`src/rtl/nand_dev_pkg.sv`:
```
package nand_dev_pkg;

  typedef enum logic [2:0] {
    ST_IDLE,
    ST_RD_ADDR,
    ST_RD_BUSY,
    ST_RD_OUT,
    ST_PG_LOAD,
    ST_PG_BUSY,
    ST_ER_WAIT,
    ST_ER_BUSY
  } dev_state_e;

  localparam logic [7:0] OP_READ     = 8'h00;
  localparam logic [7:0] OP_PROG     = 8'h80;
  localparam logic [7:0] OP_PROG_GO  = 8'h10;
  localparam logic [7:0] OP_ERASE    = 8'h60;
  localparam logic [7:0] OP_ERASE_GO = 8'hD0;

  function automatic int unsigned max3(int unsigned a, int unsigned b, int unsigned c);
    int unsigned m;
    m = (a > b) ? a : b;
    return (m > c) ? m : c;
  endfunction

endpackage

```
`src/rtl/strobe_sync.sv`:
```
module strobe_sync #(
  parameter int unsigned W = 1,
  parameter logic [W-1:0] RST_VAL = '0
) (
  input  logic         clk,
  input  logic         rst_n,
  input  logic [W-1:0] async_i,
  output logic [W-1:0] sync_o
);

  for (genvar i = 0; i < W; i++) begin : g_bit
    logic [1:0] sh_q;
    logic [1:0] sh_n;

    always_comb begin
      sh_n = {sh_q[0], async_i[i]};
    end

    always_ff @(posedge clk or negedge rst_n) begin
      if (!rst_n) sh_q <= {2{RST_VAL[i]}};
      else        sh_q <= sh_n;
    end

    assign sync_o[i] = sh_q[1];
  end

endmodule

```
`src/rtl/busy_timer.sv`:
```
module busy_timer #(
  parameter int unsigned CW = 4
) (
  input  logic          clk,
  input  logic          rst_n,
  input  logic          start_i,
  input  logic [CW-1:0] len_i,
  input  logic          abort_i,
  output logic          done_o
);

  logic [CW-1:0] cnt_q;
  logic [CW-1:0] cnt_n;
  logic          cnt_en;

  always_comb begin
    cnt_n  = cnt_q;
    cnt_en = 1'b0;
    if (abort_i) begin
      cnt_n  = '0;
      cnt_en = 1'b1;
    end else if (start_i) begin
      cnt_n  = len_i;
      cnt_en = 1'b1;
    end else if (cnt_q != '0) begin
      cnt_n  = cnt_q - 1'b1;
      cnt_en = 1'b1;
    end
  end

  always_ff @(posedge clk or negedge rst_n) begin
    if (!rst_n)      cnt_q <= '0;
    else if (cnt_en) cnt_q <= cnt_n;
  end

  assign done_o = (cnt_q == CW'(1));


  start_busy_chk: assert property (@(posedge clk) disable iff (!rst_n)
    (start_i && !abort_i && len_i != '0) |=> (cnt_q != '0));

endmodule

```
`src/rtl/page_buf.sv`:
```
module page_buf #(
  parameter int unsigned DW = 8,
  parameter int unsigned AW = 4
) (
  input  logic          clk,
  input  logic          rst_n,
  input  logic          wr_en,
  input  logic [AW-1:0] wr_addr,
  input  logic [DW-1:0] wr_data,
  input  logic          fill_en,
  input  logic [AW-1:0] rd_addr,
  output logic [DW-1:0] rd_data
);

  localparam int unsigned DEPTH = 1 << AW;

  logic [DW-1:0] mem_q [DEPTH];
  logic [DW-1:0] mem_n [DEPTH];
  logic          mem_en;

  always_comb begin
    mem_n  = mem_q;
    mem_en = wr_en || fill_en;
    if (fill_en) begin
      for (int k = 0; k < DEPTH; k++) mem_n[k] = '1;
    end else if (wr_en) begin
      mem_n[wr_addr] = wr_data;
    end
  end

  always_ff @(posedge clk or negedge rst_n) begin
    if (!rst_n) begin
      for (int k = 0; k < DEPTH; k++) mem_q[k] <= '1;
    end else if (mem_en) begin
      mem_q <= mem_n;
    end
  end

  assign rd_data = mem_q[rd_addr];


  fill_ones_chk: assert property (@(posedge clk) disable iff (!rst_n)
    fill_en |=> (mem_q[0] == '1 && mem_q[DEPTH-1] == '1));

endmodule

```
`src/rtl/nand_dev_if.sv`:
```
module nand_dev_if
  import nand_dev_pkg::*;
#(
  parameter int unsigned BUS_W         = 8,
  parameter int unsigned COL_W         = 4,
  parameter int unsigned PWRUP_CYC     = 20,
  parameter int unsigned RD_BUSY_CYC   = 8,
  parameter int unsigned PG_BUSY_CYC   = 12,
  parameter int unsigned ER_BUSY_CYC   = 16,
  parameter bit          SEL_DONT_CARE = 1'b0
) (
  input  logic             clk,
  input  logic             rst_n,
  input  logic             sel_n,
  input  logic             cmd_lat,
  input  logic             adr_lat,
  input  logic             wstb_n,
  input  logic             rstb_n,
  input  logic             guard_n,
  input  logic [BUS_W-1:0] bus_in,
  output logic [BUS_W-1:0] bus_out,
  output logic             bus_oe,
  output logic             ready
);

  localparam int unsigned TMR_MAX = max3(RD_BUSY_CYC, PG_BUSY_CYC, ER_BUSY_CYC);
  localparam int unsigned TMR_W   = $clog2(TMR_MAX + 1);
  localparam int unsigned PW_W    = $clog2(PWRUP_CYC + 1);

  // synchronised strobe levels: 0 sel_n, 1 cmd_lat, 2 adr_lat, 3 wstb_n, 4 rstb_n, 5 guard_n
  logic [5:0] strb_s;

  strobe_sync #(.W(6), .RST_VAL(6'b011001)) u_sync (
    .clk    (clk),
    .rst_n  (rst_n),
    .async_i({guard_n, rstb_n, wstb_n, adr_lat, cmd_lat, sel_n}),
    .sync_o (strb_s)
  );

  logic desel_s, cmd_s, adr_s, wstb_s, rstb_s, guard_s;
  assign desel_s = strb_s[0];
  assign cmd_s   = strb_s[1];
  assign adr_s   = strb_s[2];
  assign wstb_s  = strb_s[3];
  assign rstb_s  = strb_s[4];
  assign guard_s = strb_s[5];

  logic wstb_d_q, rstb_d_q;
  always_ff @(posedge clk or negedge rst_n) begin
    if (!rst_n) begin
      wstb_d_q <= 1'b1;
      rstb_d_q <= 1'b1;
    end else begin
      wstb_d_q <= wstb_s;
      rstb_d_q <= rstb_s;
    end
  end

  logic wr_ev, rd_ev;
  assign wr_ev = wstb_s && !wstb_d_q;
  assign rd_ev = !rstb_s && rstb_d_q;

  // power-up recovery counter
  logic [PW_W-1:0] pwr_cnt_q;
  logic            pwr_ok;
  assign pwr_ok = (pwr_cnt_q == PW_W'(PWRUP_CYC));

  always_ff @(posedge clk or negedge rst_n) begin
    if (!rst_n)       pwr_cnt_q <= '0;
    else if (!pwr_ok) pwr_cnt_q <= pwr_cnt_q + 1'b1;
  end

  dev_state_e        st_q, st_n;
  logic [COL_W-1:0]  col_q, col_n;
  logic [BUS_W-1:0]  dout_q, dout_n;
  logic              oe_q, oe_n;
  logic              tmr_start, tmr_abort, tmr_done;
  logic [TMR_W-1:0]  tmr_len;
  logic              buf_wr, buf_fill;
  logic [BUS_W-1:0]  buf_rd;
  logic              is_busy, accept;
  logic [7:0]        op_byte;

  assign is_busy = (st_q == ST_RD_BUSY) || (st_q == ST_PG_BUSY) || (st_q == ST_ER_BUSY);
  assign accept  = wr_ev && !desel_s && pwr_ok && !is_busy;
  assign op_byte = bus_in[7:0];

  busy_timer #(.CW(TMR_W)) u_timer (
    .clk    (clk),
    .rst_n  (rst_n),
    .start_i(tmr_start),
    .len_i  (tmr_len),
    .abort_i(tmr_abort),
    .done_o (tmr_done)
  );

  page_buf #(.DW(BUS_W), .AW(COL_W)) u_page (
    .clk    (clk),
    .rst_n  (rst_n),
    .wr_en  (buf_wr),
    .wr_addr(col_q),
    .wr_data(bus_in),
    .fill_en(buf_fill),
    .rd_addr(col_q),
    .rd_data(buf_rd)
  );

  always_comb begin
    st_n      = st_q;
    col_n     = col_q;
    dout_n    = dout_q;
    tmr_start = 1'b0;
    tmr_abort = 1'b0;
    tmr_len   = '0;
    buf_wr    = 1'b0;
    buf_fill  = 1'b0;
    unique case (st_q)
      ST_RD_BUSY: begin
        if (desel_s && !SEL_DONT_CARE) begin
          st_n      = ST_IDLE;
          tmr_abort = 1'b1;
        end else if (tmr_done) begin
          st_n = ST_RD_OUT;
        end
      end
      ST_PG_BUSY: begin
        if (tmr_done) st_n = ST_IDLE;
      end
      ST_ER_BUSY: begin
        if (tmr_done) begin
          st_n     = ST_IDLE;
          buf_fill = 1'b1;
        end
      end
      default: begin
        if (accept && cmd_s && !adr_s) begin
          unique case (op_byte)
            OP_READ:  st_n = ST_RD_ADDR;
            OP_PROG: begin
              st_n  = guard_s ? ST_PG_LOAD : ST_IDLE;
              col_n = '0;
            end
            OP_PROG_GO: begin
              if (st_q == ST_PG_LOAD && guard_s) begin
                st_n      = ST_PG_BUSY;
                tmr_start = 1'b1;
                tmr_len   = TMR_W'(PG_BUSY_CYC);
              end else begin
                st_n = ST_IDLE;
              end
            end
            OP_ERASE: st_n = guard_s ? ST_ER_WAIT : ST_IDLE;
            OP_ERASE_GO: begin
              if (st_q == ST_ER_WAIT && guard_s) begin
                st_n      = ST_ER_BUSY;
                tmr_start = 1'b1;
                tmr_len   = TMR_W'(ER_BUSY_CYC);
              end else begin
                st_n = ST_IDLE;
              end
            end
            default:  st_n = ST_IDLE;
          endcase
        end else if (accept && adr_s && !cmd_s) begin
          col_n = bus_in[COL_W-1:0];
          if (st_q == ST_RD_ADDR) begin
            st_n      = ST_RD_BUSY;
            tmr_start = 1'b1;
            tmr_len   = TMR_W'(RD_BUSY_CYC);
          end
        end else if (accept && !adr_s && !cmd_s) begin
          if (st_q == ST_PG_LOAD) begin
            buf_wr = 1'b1;
            col_n  = col_q + 1'b1;
          end
        end else if (rd_ev && !desel_s && st_q == ST_RD_OUT) begin
          dout_n = buf_rd;
          col_n  = col_q + 1'b1;
        end
      end
    endcase
    oe_n = (st_n == ST_RD_OUT) && !desel_s;
  end

  always_ff @(posedge clk or negedge rst_n) begin
    if (!rst_n) begin
      st_q   <= ST_IDLE;
      col_q  <= '0;
      dout_q <= '0;
      oe_q   <= 1'b0;
    end else begin
      st_q   <= st_n;
      col_q  <= col_n;
      dout_q <= dout_n;
      oe_q   <= oe_n;
    end
  end

  assign bus_out = dout_q;
  assign bus_oe  = oe_q;
  assign ready   = !is_busy;


  busy_quiet_chk: assert property (@(posedge clk) disable iff (!rst_n)
    !ready |-> !bus_oe);


  guard_reject_chk: assert property (@(posedge clk) disable iff (!rst_n)
    (accept && cmd_s && !adr_s && !guard_s) |=>
      (st_q != ST_PG_LOAD && st_q != ST_PG_BUSY && st_q != ST_ER_WAIT && st_q != ST_ER_BUSY));


  pe_hold_chk: assert property (@(posedge clk) disable iff (!rst_n)
    ((st_q == ST_PG_BUSY || st_q == ST_ER_BUSY) && !tmr_done) |=> !ready);


  rd_abort_chk: assert property (@(posedge clk) disable iff (!rst_n)
    (st_q == ST_RD_BUSY && desel_s && !SEL_DONT_CARE) |=> ready);


  pwr_gate_chk: assert property (@(posedge clk) disable iff (!rst_n)
    !pwr_ok |=> (st_q == ST_IDLE));


  col_step_chk: assert property (@(posedge clk) disable iff (!rst_n)
    (st_q == ST_RD_OUT && rd_ev && !desel_s) |=> (col_q == COL_W'($past(col_q) + 1'b1)));

endmodule

```
`config.mk`:
```
export PLATFORM = sky130hd
export DESIGN_NAME = nand_dev_if
export DESIGN_NICKNAME = d
export VERILOG_FILES = /design/src/rtl/nand_dev_pkg.sv /design/src/rtl/strobe_sync.sv /design/src/rtl/busy_timer.sv /design/src/rtl/page_buf.sv /design/src/rtl/nand_dev_if.sv
export SDC_FILE = /design/constraint.sdc
export NUM_CORES = 1
export LEC_CHECK = 0
export BUFFER_PORTS_ARGS = -buffer_cell sky130_fd_sc_hd__buf_2
export CAP_MARGIN = 5
export CORE_MARGIN = 5
export CORE_UTILIZATION = 55
export DETAILED_ROUTE_END_ITERATION = 8
export PLACE_DENSITY = 0.69
export SETUP_SLACK_MARGIN = 0.1
export SYNTH_ARGS = -nofsm -noshare
export SYNTH_HDL_FRONTEND = slang
export SYNTH_SLANG_ARGS = --single-unit
```
`constraint.sdc`:
```
create_clock -name clk -period 7.65 [get_ports clk]
set_input_delay 0.3825 -clock clk [delete_from_list [all_inputs] [get_ports clk]]
set_output_delay 0.3825 -clock clk [all_outputs]
set_load 0.02 [all_outputs]
```
==> Word-level counts from Yosys, hierarchy flattened <==
Index checks and enable logic that the tools add are counted.
W data, S select, Z words.
{ "totals": {"in_bits": 16, "out_inout_bits": 10, "regBits": 168, "wordCells": 148} }
{ "op_classes": {"n_addsub": 3, "n_eq_ne": 16, "mux": 55, "order_cmp": 2, "bitwise": 5, "reduce_logical": 37} }
{ "op_table": {"columns": ["cell", "count"], "rows": [
  ["$mux W128", 2],
  ["$bwmux W128", 1],
  ["$mux W4", 9],
  ["$bmux W8 S4", 1],
  ["$demux W8 S4", 1],
  ["$mux W3", 10],
  ["$mux W5", 6],
  ["$mux W8", 3],
  ["$mux W1", 18],
  ["$logic_and A1 B1 Y1", 17],
  ["$eq A8 B8 Y1 const B", 2],
  ["$pmux W3 S5", 1],
  ["$eq A3 B3 Y1 const B", 4],
  ["$pmux W5 S2", 1],
  ["$eq A3 B2 Y1 const B", 3],
  ["$eq A8 B5 Y1 const B", 1],
  ["$eq A8 B7 Y1 const B", 1],
  ["$logic_not A8 Y1", 1],
  ["$logic_not A1 Y1", 6],
  ["$pmux W3 S2", 1],
  ["$add A5 B1 Y5 const B", 1],
  ["$eq A5 B1 Y1 const B", 1],
  ["$eq A5 B5 Y1 const B", 1],
  ["$ge A5 B5 Y1 const B", 1],
  ["other kinds (19)", 25]
]} }

==> Depth between registers and ports, before layout <==
{ "logic_depth": {"depth_word": 13, "depth_mapped": 9, "ltp_nobuf": 7} }

==> Cells and area by module <==
A second synthesis with hierarchy kept.
{ "hier_totals": {"hier_cells": 730, "hier_area_um2": 8937.3} }
{ "modules_own_cells": {"columns": ["module", "area_per_inst_um2", "cells_each", "n_inst", "seq_area_each_um2"], "rows": [
  ["page_buf", 6668.9, 519, 1, 3363.2],
  ["nand_dev_if", 1580.3, 155, 1, 578.1],
  ["strobe_sync", 352.8, 18, 1, 307.8],
  ["busy_timer", 335.3, 38, 1, 125.1]
]} }

==> Least setup slack after synthesis <==
Ideal clock, no wire load.
{ "synth_path": {"path_type": "register -> register", "startpoint": "register col_q[0]", "endpoint": "register dout_q[2] (netlist: bus_out[2])", "required_ps": 7525, "n_path_buf": 2, "path_slack_ps": 5251, "synth_period_minus_slack_ps": 2399, "setup_time_ps": 125, "arrival_ps": 2274, "path_stages_with_launch": 6, "path_cell_list": "dfrtp_1 -> buf_2 -> buf_1 -> mux4_2 -> mux4_2 -> mux2_2"} }
{ "synth_via": {"elab_chain_cells": 4} }
{ "synth_rtl": {"columns": ["item", "line_no", "rtl"], "rows": [
  ["start, declared", "nand_dev_if.sv:74", "logic [COL_W-1:0] col_q, col_n;"],
  ["start signal, assigned", "nand_dev_if.sv:193", "col_q <= col_n;"],
  ["$not A4 Y5 (not written as such)", "page_buf.sv:39", "assign rd_data = mem_q[rd_addr];"],
  ["$bmux W8 S4", "page_buf.sv:39", null],
  ["$mux W8 (not written as such) (2 in series)", "page_buf.sv:39", null],
  ["end signal, assigned", "nand_dev_if.sv:194", "dout_q <= dout_n;"],
  ["end, declared", "nand_dev_if.sv:75", "logic [BUS_W-1:0] dout_q, dout_n;"]
]} }
Every way passes these cells. The select of a mux whose other input is x is not followed.
A chain may end at the register's enable or synchronous reset.

==> Final worst setup path <==
Same ends and word-level chain as after synthesis.

==> qor.csv <==
metric;value;unit
fp.dieW;136;um
synthesis.instances;698;
hold_class;in -> reg;
ant_nets;0;
coreArea;15800;um^2
ys_warn_count;0;
drt_iter0_markers;458;
fmax;359;MHz
regArea;4380;um^2
critPathRequiredTime;7.97;ns
worst_slew_pin_slew;1.03;ns
hold_buffers;0;
hold_depth;1;
irDropWorstVdd;0.154;mV
r2r_setup_slack;4.86;ns
hold_viol_final;0;
drc;0;
critPathCaptureType;flip-flop;
dieArea;18500;um^2
power.density;189;nW/um^2
worstSkewPairLatency;0.44;ns
pin_count;26;
cts.reportedPaths.clkPinSlew;0.07;ns
whs_endpoint;u_sync.g_bit[3].sh_q[0]$_DFF_PN1_;
critPathMaxFanout;20;
grt_max_degree;116;
gp_congestion;0.878;
fin_setup_tns;0;ns
min_period;2.79;ns
regToRegStartpoint;col_q[0]$_DFFE_PN0P_;
portBuffers;25;
final.setup_skew;0.0112;ns
post-route-util;60.6;%
syn_area_per_cell;12.5;um^2
die_y;136;um
synthToLayoutAreaGrowth;9.21;%
clockRootBuffer;clkbuf_16;
cts_buffers;17;
drt_first_pass_iters;5;
postSynthNetCount;723;
r2r_end;bus_out[2]$_DFFE_PN0P_;
synth-edff-count;0;
cp-start-kind;flip-flop;
ys_seq_elements;168;
slew_viol_final;0;
async_flop_share;100;%
status;completed;
grt_usage;23.5;%
synth_common_cells;nand2_1, dfstp_2, mux2i_1;
ys_seq_area_share;50.0;%
initial_utilization;55.5;%
rows;46;
worstHoldStart;wstb_n;
p_leak;4.47;nW
synth_top_cell_by_area;dfstp_2;
timing.final.crit_share;36.4;%
critical_path_class;reg -> reg;
cts.repair.resized;0;
rr_worst_depth;4;
postCtsSetupBuffers;0;
slew-limit-headroom;31.5;%
gr-total-overflow;0;
synth_area_leaders;dfstp_2, mux2i_1, mux4_2;
yosysMostFrequentCell;nand2_1;
fillCellCount;1259;
synth.distinct_cells;63;
grt_pass1_vias;5704;
nets;717;
cts.htree.levels;4;
layout-drive-gt1-share;39.1;%
arrival;3.11;ns
multi_input_area;4110;um^2
grt_pass1_wl;32.8;mm
synthesis.area;8750;um^2
cts.sinks;168;
antenna_found_initial;0;
rsz0062_at_grt;no;
wl;20.3;mm
wl_per_cell;22.1;um
vias;5603;
tritoncts;done;
drv_cap;0;
viasPerCell;6.08;
yosysTopAreaCellShare;40.8;%
hpwl;12.9;mm
finalSetupViolations;0;
clock_path_buffers;2;
antennaDiodeCount;0;
synthFlopType;dfstp_2;
## worst max-delay path by stage
| stage | from | endpoint | slack, ns | depth (start not counted) |
|---|---|---|---|---|
| 6_report | col_q[0]$_DFFE_PN0P_ | bus_out[2]$_DFFE_PN0P_ | 4.86 | 4 |
| 2_1_floorplan | col_q[0]$_DFFE_PN0P_ | bus_out[2]$_DFFE_PN0P_ | 5.25 | 5 |
| 5_1_grt | pwr_cnt_q[0]$_DFFE_PN0P_ | u_page.mem_q[33]$_DFFE_PN1P_ | 4.70 | 8 |
| 4_1_cts | col_q[0]$_DFFE_PN0P_ | bus_out[2]$_DFFE_PN0P_ | 4.82 | 4 |
| 3_3_place_gp | col_q[0]$_DFFE_PN0P_ | bus_out[2]$_DFFE_PN0P_ | 4.83 | 4 |
| 3_5_place_dp | col_q[0]$_DFFE_PN0P_ | bus_out[2]$_DFFE_PN0P_ | 4.83 | 4 |
## cells by family after synthesis
family | Yosys count | synth area share (%)
mux | 176 | 26.0
fa+ha+maj | 9 | 1.29
xor+xnor | 8 | 0.801
flops | 168 | 50.0
simple gates | 227 | 15.1
buf+inv | 66 | 3.29
compound gates | 44 | 3.53
## report_power, final
group	internal [W]	total, W	switching [W]
logic	0.00000836	0.0000465	0.0000381
clock network	0.000476	0.000855	0.000380
registers	0.000897	0.000900	0.00000290
total	0.00138	0.00180	0.000421
## per-stage QoR
step	instances	hold slack, ns	total power [W]	setup WS [ns]	instance area [um^2]
4_1_cts	921	0.0343	0.00181	4.82	9560
3_3_place_gp	889	0.342	0.000960	4.83	8970
2_1_floorplan	698	0.0869	0.000932	5.25	8750
3_5_place_dp	889	0.343	0.000961	4.83	8970
6_report	921	0.0414	0.00180	4.86	9560
5_1_grt	921	0.0262	0.00186	4.70	9560
## area by class of cell
class                   count  share of cell area (%)
flip-flops and latches    168                    45.8
multi-input cells         464                    43.0
clock buffers              19                    4.74
well taps                 216                    2.83
repair buffers             31                    1.85
clock inverters            13                    1.40
inverters                  10                   0.419
## layout by cell type, fill, tap and decap left out, drive strengths merged, types with 3 or more instances in the layout
| cell | instances |
|---|---|
| a211oi | 3 |
| a21oi | 10 |
| a31oi | 3 |
| and2 | 7 |
| buf | 31 |
| clkbuf | 19 |
| dfrtp | 32 |
| dfstp | 136 |
| ha | 9 |
| inv | 18 |
| mux2 | 8 |
| mux2i | 128 |
| mux4 | 40 |
| nand2 | 142 |
| nand2b | 4 |
| nand3 | 9 |
| nand4 | 17 |
| nand4b | 3 |
| nor2 | 9 |
| nor2b | 4 |
| nor3 | 9 |
| nor3b | 3 |
| nor4 | 6 |
| o21ai | 9 |
| xnor2 | 7 |
## routing by layer
| metal | vias to the layer above | global-route usage (%) | part of all wire (%) |
|---|---|---|---|
| met4 | 0 | 8.40 | 2.2 |
| met2 | 151 | 37.9 | 50 |
| li1 | 2506 | - | - |
| met3 | 37 | 4.63 | 4.2 |
| met5 | - | 0 | 0 |
| met1 | 2909 | 31.9 | 44 |
## registers in the layout (all words and copies together), names as in the netlist
register,flops
u_page.mem_q,128
u_sync.g_bit.sh_q,12
bus_out,8
pwr_cnt_q,5
u_timer.cnt_q,5
col_q,4
st_q,3
bus_oe,1
rstb_d_q,1
wstb_d_q,1
## worst max-delay path: stages (launching register included)
cell and delay (ns):
dfrtp_2 0.76, buf_4 0.50, mux4_2 0.62, mux4_2 0.49
mux2_2 0.27
Note: power is estimated with default switching activity, not from simulation.
